--- src/rtl/psr_pkg.sv ---
package psr_pkg;
  localparam int ADDR_W  = 6;
  localparam int DIR_W   = 2;
  localparam int NIB_W   = 4;
  localparam int FRAME_W = ADDR_W + DIR_W + 2 * NIB_W;

  // sparse code set: every address has even weight, so one flipped bit is illegal
  localparam logic [ADDR_W-1:0] ADR_MCTL = 6'b000011;
  localparam logic [ADDR_W-1:0] ADR_MCNF = 6'b000101;
  localparam logic [ADDR_W-1:0] ADR_STAT = 6'b000110;
  localparam logic [ADDR_W-1:0] ADR_USER = 6'b001001;
  localparam logic [DIR_W-1:0]  DIR_WR   = 2'b10;
  localparam logic [DIR_W-1:0]  DIR_RD   = 2'b01;

  typedef enum logic [2:0] {
    SEL_NONE = 3'd0,
    SEL_MCTL = 3'd1,
    SEL_MCNF = 3'd2,
    SEL_STAT = 3'd3,
    SEL_USER = 3'd4
  } reg_sel_e;

  typedef struct packed {
    logic [ADDR_W-1:0] addr;
    logic [DIR_W-1:0]  dir;
    logic [NIB_W-1:0]  par;
    logic [NIB_W-1:0]  data;
  } frame_t;

  // four check bits over the nibble
  function automatic logic [NIB_W-1:0] nib_parity(input logic [NIB_W-1:0] d);
    return {d[3] ^ d[0], d[3] ^ d[2], d[2] ^ d[1], d[1] ^ d[0]};
  endfunction

  function automatic reg_sel_e decode_addr(input logic [ADDR_W-1:0] a);
    case (a)
      ADR_MCTL: return SEL_MCTL;
      ADR_MCNF: return SEL_MCNF;
      ADR_STAT: return SEL_STAT;
      ADR_USER: return SEL_USER;
      default:  return SEL_NONE;
    endcase
  endfunction
endpackage

--- src/rtl/psr_spi_port.sv ---
module psr_spi_port #(
  parameter int FRAME_W     = 16,
  parameter int SYNC_STAGES = 2
) (
  input  logic               clk,
  input  logic               rst_n,
  input  logic               sck,
  input  logic               cs_n,
  input  logic               mosi,
  input  logic [FRAME_W-1:0] tx_word,
  output logic               miso,
  output logic [FRAME_W-1:0] rx_word,
  output logic               frame_done,
  output logic               frame_abort
);
  localparam int               CNT_W    = $clog2(FRAME_W + 1) + 1;
  localparam logic [CNT_W-1:0] CNT_FULL = CNT_W'(FRAME_W);
  localparam logic [CNT_W-1:0] CNT_SAT  = '1;
  localparam int               N_SYNC   = 3;
  localparam logic [N_SYNC-1:0] SYNC_RST = 3'b010; // select idles high

  logic [N_SYNC-1:0] raw_in, synced;
  assign raw_in = {mosi, cs_n, sck};

  for (genvar g = 0; g < N_SYNC; g++) begin : g_sync
    logic [SYNC_STAGES-1:0] stage_q;
    always_ff @(posedge clk or negedge rst_n) begin
      if (!rst_n) stage_q <= {SYNC_STAGES{SYNC_RST[g]}};
      else        stage_q <= {stage_q[SYNC_STAGES-2:0], raw_in[g]};
    end
    assign synced[g] = stage_q[SYNC_STAGES-1];
  end

  logic sck_s, cs_s, mosi_s, sck_q, cs_q;
  assign sck_s  = synced[0];
  assign cs_s   = synced[1];
  assign mosi_s = synced[2];

  always_ff @(posedge clk or negedge rst_n) begin
    if (!rst_n) begin
      sck_q <= 1'b0;
      cs_q  <= 1'b1;
    end else begin
      sck_q <= sck_s;
      cs_q  <= cs_s;
    end
  end

  logic sck_rise, sck_fall, sel_start, sel_end;
  assign sck_rise  = sck_s & ~sck_q & ~cs_s;
  assign sck_fall  = ~sck_s & sck_q & ~cs_s;
  assign sel_start = ~cs_s & cs_q;
  assign sel_end   = cs_s & ~cs_q;

  logic [CNT_W-1:0]   edge_cnt;
  logic [FRAME_W-1:0] rx_sh, tx_sh;
  logic               active;

  always_ff @(posedge clk or negedge rst_n) begin
    if (!rst_n) begin
      edge_cnt <= '0;
      rx_sh    <= '0;
      tx_sh    <= '0;
      active   <= 1'b0;
    end else begin
      if (sel_start) begin
        edge_cnt <= '0;
        tx_sh    <= tx_word;
        active   <= 1'b1;
      end else begin
        if (sck_rise) begin
          rx_sh <= {rx_sh[FRAME_W-2:0], mosi_s};
          if (edge_cnt != CNT_SAT) edge_cnt <= edge_cnt + 1'b1;
        end
        if (sck_fall) tx_sh <= {tx_sh[FRAME_W-2:0], 1'b0};
        if (sel_end) active <= 1'b0;
      end
    end
  end

  assign miso        = active & tx_sh[FRAME_W-1];
  assign rx_word     = rx_sh;
  assign frame_done  = sel_end & (edge_cnt == CNT_FULL);
  assign frame_abort = sel_end & (edge_cnt != CNT_FULL);
endmodule

--- src/rtl/psr_frame_check.sv ---
module psr_frame_check
  import psr_pkg::*;
(
  input  frame_t   frame,
  output reg_sel_e sel,
  output logic     is_write,
  output logic     code_ok,
  output logic     parity_ok
);
  logic dir_legal;
  assign sel       = decode_addr(frame.addr);
  assign dir_legal = (frame.dir == DIR_WR) || (frame.dir == DIR_RD);
  assign code_ok   = (sel != SEL_NONE) && dir_legal;
  assign is_write  = (frame.dir == DIR_WR);
  assign parity_ok = (nib_parity(frame.data) == frame.par);
endmodule

--- src/rtl/psr_reg_bank.sv ---
module psr_reg_bank
  import psr_pkg::*;
(
  input  logic               clk,
  input  logic               rst_n,
  input  logic               frame_done,
  input  logic [ADDR_W-1:0]  addr,
  input  logic [DIR_W-1:0]   dir,
  input  logic [NIB_W-1:0]   data,
  input  reg_sel_e           sel,
  input  logic               is_write,
  input  logic               code_ok,
  input  logic               parity_ok,
  output logic [NIB_W-1:0]   op_mode,
  output logic               err_flag,
  output logic [FRAME_W-1:0] resp_word,
  output logic [NIB_W-1:0]   mctl_q,
  output logic [NIB_W-1:0]   user_q,
  output logic               wr_accept,
  output logic               cnf_commit,
  output logic               stat_read
);
  logic [NIB_W-1:0] mcnf_q, read_val, resp_data;
  logic             pend_q, flag_set;

  always_comb begin
    case (sel)
      SEL_MCTL: read_val = mctl_q;
      SEL_MCNF: read_val = mcnf_q;
      SEL_STAT: read_val = {err_flag, pend_q, 2'b00};
      SEL_USER: read_val = user_q;
      default:  read_val = '0;
    endcase
  end

  assign resp_data  = code_ok ? read_val : '0;
  assign wr_accept  = frame_done & code_ok & is_write & parity_ok;
  assign flag_set   = frame_done & (~code_ok | (is_write & ~parity_ok));
  assign stat_read  = frame_done & code_ok & ~is_write & (sel == SEL_STAT);
  assign cnf_commit = wr_accept & (sel == SEL_MCNF) & pend_q & (data == mctl_q);

  always_ff @(posedge clk or negedge rst_n) begin
    if (!rst_n) begin
      mctl_q    <= '0;
      mcnf_q    <= '0;
      user_q    <= '0;
      pend_q    <= 1'b0;
      op_mode   <= '0;
      err_flag  <= 1'b0;
      resp_word <= '0;
    end else begin
      if (frame_done) resp_word <= {addr, dir, nib_parity(resp_data), resp_data};
      if (flag_set)       err_flag <= 1'b1;
      else if (stat_read) err_flag <= 1'b0;
      if (wr_accept) begin
        case (sel)
          SEL_MCTL: begin
            mctl_q <= data;
            pend_q <= 1'b1;
          end
          SEL_MCNF: begin
            mcnf_q <= data;
            pend_q <= 1'b0;
          end
          SEL_USER: user_q <= data;
          default: ;
        endcase
      end
      if (cnf_commit) op_mode <= data;
    end
  end
endmodule

--- src/rtl/psr_spi_slave.sv ---
module psr_spi_slave
  import psr_pkg::*;
#(
  parameter int SYNC_STAGES = 2
) (
  input  logic             clk,
  input  logic             rst_n,
  input  logic             spi_sck,
  input  logic             spi_cs_n,
  input  logic             spi_mosi,
  output logic             spi_miso,
  output logic [NIB_W-1:0] op_mode,
  output logic             err_flag
);
  logic [FRAME_W-1:0] rx_word, resp_word;
  logic               frame_done, frame_abort;
  frame_t             rx_frame;
  reg_sel_e           sel;
  logic               is_write, code_ok, parity_ok;
  logic [NIB_W-1:0]   mctl_q, user_q;
  logic               wr_accept, cnf_commit, stat_read, cnf_hit;

  psr_spi_port #(.FRAME_W(FRAME_W), .SYNC_STAGES(SYNC_STAGES)) u_port (
    .clk(clk), .rst_n(rst_n), .sck(spi_sck), .cs_n(spi_cs_n), .mosi(spi_mosi),
    .tx_word(resp_word), .miso(spi_miso), .rx_word(rx_word),
    .frame_done(frame_done), .frame_abort(frame_abort)
  );

  assign rx_frame = frame_t'(rx_word);

  psr_frame_check u_check (
    .frame(rx_frame), .sel(sel), .is_write(is_write),
    .code_ok(code_ok), .parity_ok(parity_ok)
  );

  psr_reg_bank u_bank (
    .clk(clk), .rst_n(rst_n), .frame_done(frame_done),
    .addr(rx_frame.addr), .dir(rx_frame.dir), .data(rx_frame.data),
    .sel(sel), .is_write(is_write), .code_ok(code_ok), .parity_ok(parity_ok),
    .op_mode(op_mode), .err_flag(err_flag), .resp_word(resp_word),
    .mctl_q(mctl_q), .user_q(user_q), .wr_accept(wr_accept),
    .cnf_commit(cnf_commit), .stat_read(stat_read)
  );

  assign cnf_hit = (sel == SEL_MCNF);
endmodule

--- config.mk ---
export PLATFORM = sky130hd
export DESIGN_NAME = psr_spi_slave
export DESIGN_NICKNAME = d
export VERILOG_FILES = /design/src/rtl/psr_pkg.sv /design/src/rtl/psr_spi_port.sv /design/src/rtl/psr_frame_check.sv /design/src/rtl/psr_reg_bank.sv /design/src/rtl/psr_spi_slave.sv
export SDC_FILE = /design/constraint.sdc
export NUM_CORES = 1
export LEC_CHECK = 0
export BUFFER_PORTS_ARGS = -buffer_cell sky130_fd_sc_hd__buf_2
export CORE_AREA = 2 2 93 95
export CTS_CLUSTER_SIZE = 25
export DETAILED_ROUTE_END_ITERATION = 7
export DIE_AREA = 0 0 95 97
export HOLD_SLACK_MARGIN = 0.02
export PLACE_DENSITY = 0.71
export SLEW_MARGIN = 20
export SYNTH_ARGS = -nofsm -noshare
export SYNTH_HDL_FRONTEND = slang
export SYNTH_SLANG_ARGS = --single-unit
--- constraint.sdc ---
create_clock -name clk -period 7.1 [get_ports clk]
set_clock_uncertainty 0.1 [all_clocks]
set_input_delay 1.42 -clock clk [delete_from_list [all_inputs] [get_ports clk]]
set_output_delay 1.42 -clock clk [all_outputs]
set_load 0.01 [all_outputs]
# After elaboration in Yosys (flattened, before gate mapping)
# Index checks and enable logic that the tools add are counted.
dict set report totals {
  regBits 81
  in_bits 5
  out_inout_bits 6
  elab_cells 94
}
dict set report op_classes {
  add_sub_neg 1
  eq_ne 14
  muxes 13
  n_bitwise 35
  reduce_logical 15
}
# op count
set op_table {}
lappend op_table {{$mux 16} 2}
lappend op_table {{$and 1x1->1} 18}
lappend op_table {{$mux 6} 3}
lappend op_table {{$pmux 4 s4} 1}
lappend op_table {{$eq 6x3->1 const B} 2}
lappend op_table {{$pmux 3 s4} 1}
lappend op_table {{$reduce_and 2->1} 6}
lappend op_table {{$reduce_bool 2->1} 6}
lappend op_table {{$eq 4x4->1} 2}
lappend op_table {{$not 1->1} 8}
lappend op_table {{$xor 1x1->1} 8}
lappend op_table {{$add 6x1->6 const B} 1}
lappend op_table {{$eq 3x2->1 const B} 2}
lappend op_table {{$eq 6x2->1 const B} 1}
lappend op_table {{$eq 6x4->1 const B} 1}
lappend op_table {{$eq 6x5->1 const B} 1}
lappend op_table {{$ne 6x6->1 const B} 1}
lappend op_table {{$mux 1} 4}
lappend op_table {{$mux 4} 1}
lappend op_table {{$eq 3x1->1 const B} 1}
lappend op_table {{$eq 3x3->1 const B} 1}
lappend op_table {{$reduce_bool 3->1} 1}
lappend op_table {{$eq 2x1->1 const B} 1}
lappend op_table {{$eq 2x2->1 const B} 1}
lappend op_table {{4 further kinds} 4}

# Longest topological paths before layout
dict set report depth {
  depth_word 10
  mapped_depth 9
  ltp_nobuf 7
}

# Hierarchy
# A second synthesis with hierarchy kept.
dict set report hier_totals {
  hier_cells 297
  area_unflattened_um2 3739.8
}
# mod instances cells_each area_each_um2 seq_area_each_um2
set modules_own_cells {}
lappend modules_own_cells {psr_spi_port 1 145 2010.7 1179.9}
lappend modules_own_cells {psr_reg_bank 1 128 1565.3 850.8}
lappend modules_own_cells {psr_frame_check 1 24 163.9 0.0}

# Worst setup path before layout
# OpenSTA, ideal clock, no wires.
dict set report synth_path {
  kind {flip-flop to flip-flop}
  startpoint {register u_port.g_sync[1].stage_q[1]}
  endpoint {register u_bank.mctl_q[1]}
  setup_time_ps 128
  t_arrival_ps 2120
  required_time_ps 6872
  path_slack_ps 4752
  stages_incl_launch_ff 9
  path_buffers 2
  period_less_slack_ps 2348
  path_cell_list {dfstp_2 -> ha_1 -> nand4b_1 -> or3_1 -> clkbuf_2 -> nor4_4 -> and4_1 -> buf_4 -> mux2_1}
}
dict set report synth_via {
  elab_chain_len 6
}
# item line
set synth_rtl {}
lappend synth_rtl {{start: declaration} psr_spi_port.sv:26} ;# logic [SYNC_STAGES-1:0] stage_q;
lappend synth_rtl {{start signal: assignment} psr_spi_port.sv:28} ;# if (!rst_n) stage_q <= {SYNC_STAGES{SYNC_RST[g]}};
lappend synth_rtl {{start signal: assignment} psr_spi_port.sv:29} ;# else stage_q <= {stage_q[SYNC_STAGES-2:0], raw_in[g]};
lappend synth_rtl {{$and 1x1->1} psr_spi_port.sv:53} ;# assign sel_end = cs_s & ~cs_q;
lappend synth_rtl {{$and 1x1->1} psr_spi_port.sv:83} ;# assign frame_done = sel_end & (edge_cnt == CNT_FULL);
lappend synth_rtl {{$and 1x1->1 (3 in series)} psr_reg_bank.sv:37} ;# assign wr_accept = frame_done & code_ok & is_write & parity_ok;
lappend synth_rtl {{$reduce_and 2->1 (no source line)} n/a}
lappend synth_rtl {{end signal: assignment} psr_reg_bank.sv:58} ;# mctl_q <= data;
lappend synth_rtl {{end: declaration} psr_reg_bank.sv:17} ;# output logic [NIB_W-1:0] mctl_q,
# No other way between the ends.
# A chain may end at the register's enable or synchronous reset.

# Final worst setup path
dict set report layout_path {
  startpoint {register u_port.g_sync[1].stage_q[1]}
  endpoint {register u_bank.mctl_q[3]}
}
# Same word-level chain as after synthesis.

==> flow_metrics.py <==
metrics = {
    "run_status": {
        "status": "complete, no violations",
    },
    "synthesis": {
        "syn_nets": 306,
        "syn_inst": 296,
        "yosysSeqAreaShare_pct": 56.02,
        "async_flop_share_pct": 100.0,
        "synth.area.top_cells": "dfrtp_1 54%, mux2_2 6.5%, mux2_1 4.3%",
        "netlist_area_sq_mm": 0.003625,
        "synthDominantCellAreaShare_pct": 53.85,
        "synth-seq-cells": 81,
        "synth_ff_type": "dfrtp_1",
        "ys.warnings.count": 0,
        "yosysMostFrequentCell": "dfrtp_1",
        "synth_cell_type_count": 49,
        "synth.avg_cell_area_sq_um": 12.25,
        "yosys.area.top_type": "dfrtp_1",
        "synth_edf_count": 0,
        "synth.cells.most_frequent": "78 x dfrtp_1, 25 x nand2_1, 22 x o21ai_0",
    },
    "grt": {
        "grt_pass1_wl_um": 10740,
        "grt_max_degree": 82,
        "grt-ovfl-total": 0,
        "antenna_found_initial": 0,
        "grt_pass1_vias": 2257,
        "track_usage_pct": 14.84,
    },
    "die": {
        "fp.coreArea_sq_mm": 0.008134,
        "initial_core_util_pct": 44.56,
        "die_area_sq_mm": 0.009215,
        "fp-row-count": 33,
        "die_w_um": 95,
        "io_pins": 11,
        "fp.dieH_um": 97,
    },
    "final_layout": {
        "area_growth_pct": 9.838,
        "drive_gt1_share_pct": 20.26,
        "antenna_cells": 0,
        "fin_cells": 411,
        "fill_cells": 735,
        "nets": 311,
    },
    "job": {
        "cap_violations": 0,
    },
    "power_and_ir_drop": {
        "power.density_mw_per_mm2": 244.9,
        "p_switching_mw": 0.2459,
        "power_frac_clock_pct": 38.8,
        "pwr-share-comb_pct": 8.0,
        "p_leak_nw": 1.872,
        "vdd_drop_max_mv": 0.1872,
        "internal-power_mw": 0.7290,
        "power.share.switching_pct": 25.23,
        "seqPwrFrac_pct": 53.2,
    },
    "route": {
        "drtPass1Iterations": 4,
        "vias_per_cell": 5.214,
        "drtAntennaViolNets": 0,
        "drc": 0,
        "wire_per_inst_um": 14.70,
        "drt_iter0_markers": 103,
        "wirelength_um": 6040,
        "vias": 2143,
    },
    "cts": {
        "cts_tree": "done",
        "cts_sinks": 81,
        "post-cts-setup-buffer-count": 0,
        "h-tree-depth": 3,
        "hold_buffers": 0,
        "path_clk_slew_ns": 0.08,
        "ctsResizeCount": 0,
        "worstSkewPairLatency_ns": 0.36,
        "max-clock-path-buffers": 2,
        "cts_root_buffer": "clkbuf_8",
        "cts_inserted_buffers": 9,
    },
    "worst_setup_path": {
        "cp_max_fo": 23,
        "end_kind": "flip-flop",
        "crit_required_ns": 7.24,
        "crit_type": "reg2reg",
        "rrSetupSlack_ns": 4.14,
        "cp_data_arrival_time_ns": 3.10,
        "cp-start-kind": "flip-flop",
    },
    "place": {
        "portBuffers": 10,
        "dp_hpwl_um": 4018,
        "dp_cells": 395,
        "gp_congestion": 0.7632,
    },
    "worst_hold_path": {
        "hp-class": "reg2reg",
    },
    "timing": {
        "setup_viol": 0,
        "min_period_ns": 2.961,
        "slew_headroom_pct": 44.31,
        "fin_setup_tns_ns": 0,
        "hold_viol_final": 0,
        "tightest_slew_ns": 0.8344,
        "fin_crit_sh_pct": 41.71,
        "timing.fmax_mhz": 337.7,
        "final_max_slew_viol_count": 0,
        "rsz0062_at_grt": "no",
    },
}
==> worst max-delay path: stages, from the launching register on <==
cell and delay, ns:
dfstp_2 0.59, ha_1 0.17, nand4b_1 0.08, or3_1 0.65
nor4_4 0.50, and4_1 0.41, mux2_1 0.34
==> placed cells by master, fill, tap and decap left out, types with 3 or more instances in the layout <==
| cell | netlist | routed |
|---|---|---|
| xor2_1 | 15 | 15 |
| mux2i_1 | 15 | 15 |
| nand2_1 | 25 | 25 |
| or3_1 | 4 | 4 |
| dfstp_2 | 3 | 3 |
| nand3b_1 | 4 | 4 |
| a21oi_1 | 3 | 3 |
| mux2_2 | 21 | 21 |
| nor3_1 | 3 | 3 |
| a221o_1 | 4 | 4 |
| and4_1 | 3 | 3 |
| inv_1 | 11 | 11 |
| mux2_1 | 14 | 14 |
| dfrtp_1 | 78 | 78 |
| o21ai_0 | 22 | 22 |
| a22o_1 | 8 | 8 |
| clkbuf_8 | 0 | 10 |
| xnor2_1 | 3 | 3 |
| buf_2 | 5 | 9 |
| ha_1 | 5 | 5 |
| nor2_1 | 8 | 8 |
==> routing by layer <==
layer,global-route usage (%),routed length (um)
met5,0,0
met4,7.023,120
met3,3.115,153
met2,22.09,2747
met1,20.66,3018
==> power groups by stage <==
stage / clock network, mW / registers (mW) / logic, mW
floorplan: 0 / 0.501 / 0.0799
global placement: 0 / 0.529 / 0.0760
detailed placement: 0 / 0.529 / 0.0794
CTS: 0.386 / 0.520 / 0.0798
global route: 0.404 / 0.524 / 0.0896
finish: 0.378 / 0.519 / 0.0782
==> flip-flops by register name, indices dropped and copies added (netlist names), 6 cells and up <==
register	flops
u_port.tx_sh	16
u_bank.resp_word	16
u_port.g_sync.stage_q	6
u_port.rx_word	16
u_port.edge_cnt	6
==> cell families (layout without fill, tap and decap cells) <==
logic type               count (synthesis)  in the layout  share of synthesized area [%]
flip-flops                              81             81                          56.02
adder cells (fa/ha/maj)                  5              5                          1.726
AND/OR/NAND/NOR                         69             69                          11.25
multiplexers                            50             50                          15.02
AO/OA/AOI/OAI                           44             44                          8.319
XOR/XNOR                                18             18                          4.350
buffers and inverters                   29             39                          3.314
==> area by class of cell <==
type                    count  area (sq um)  area share [%]
flip-flops and latches     81          2031           51.01
repair buffers             12         71.32           1.791
clock inverters             6         90.09           2.263
multi-input cells         186          1479           37.15
inverters                  11         41.29           1.037
clock buffers              10         137.6           3.457
well taps                 105         131.4           3.300
==> per-stage QoR <==
stage	worst slack [ns]	hold WS (ns)	total power, mW	area, sq um	utilization, %
5_1_grt	3.950	0.2618	1.017	3981	48.95
6_report	4.139	0.2537	0.9749	3981	48.95
4_1_cts	4.162	0.2584	0.9859	3978	48.90
3_5_place_dp	4.210	0.2418	0.6088	3750	46.10
2_1_floorplan	4.752	0.2312	0.5811	3625	-
3_3_place_gp	4.271	0.2342	0.6047	3750	46.10
==> worst paths after layout <==
path / cells after the start / to / start
setup / recovery: 6 / u_bank.mctl_q[3]$_DFFE_PN0P_ / u_port.g_sync[1].stage_q[1]$_DFF_PN1_
hold / removal: 0 / u_port.g_sync[2].stage_q[1]$_DFF_PN0_ / u_port.g_sync[2].stage_q[0]$_DFF_PN0_
setup reg to reg: 6 / u_bank.mctl_q[3]$_DFFE_PN0P_ / u_port.g_sync[1].stage_q[1]$_DFF_PN1_
hold reg to reg: 0 / u_port.g_sync[2].stage_q[1]$_DFF_PN0_ / u_port.g_sync[2].stage_q[0]$_DFF_PN0_
max in group asynchronous: 1 / u_port.tx_sh[8]$_DFFE_PN0P_ / rst_n
min in group asynchronous: 1 / u_bank.resp_word[2]$_DFFE_PN0P_ / rst_n
(Power assumes the default switching activity.)
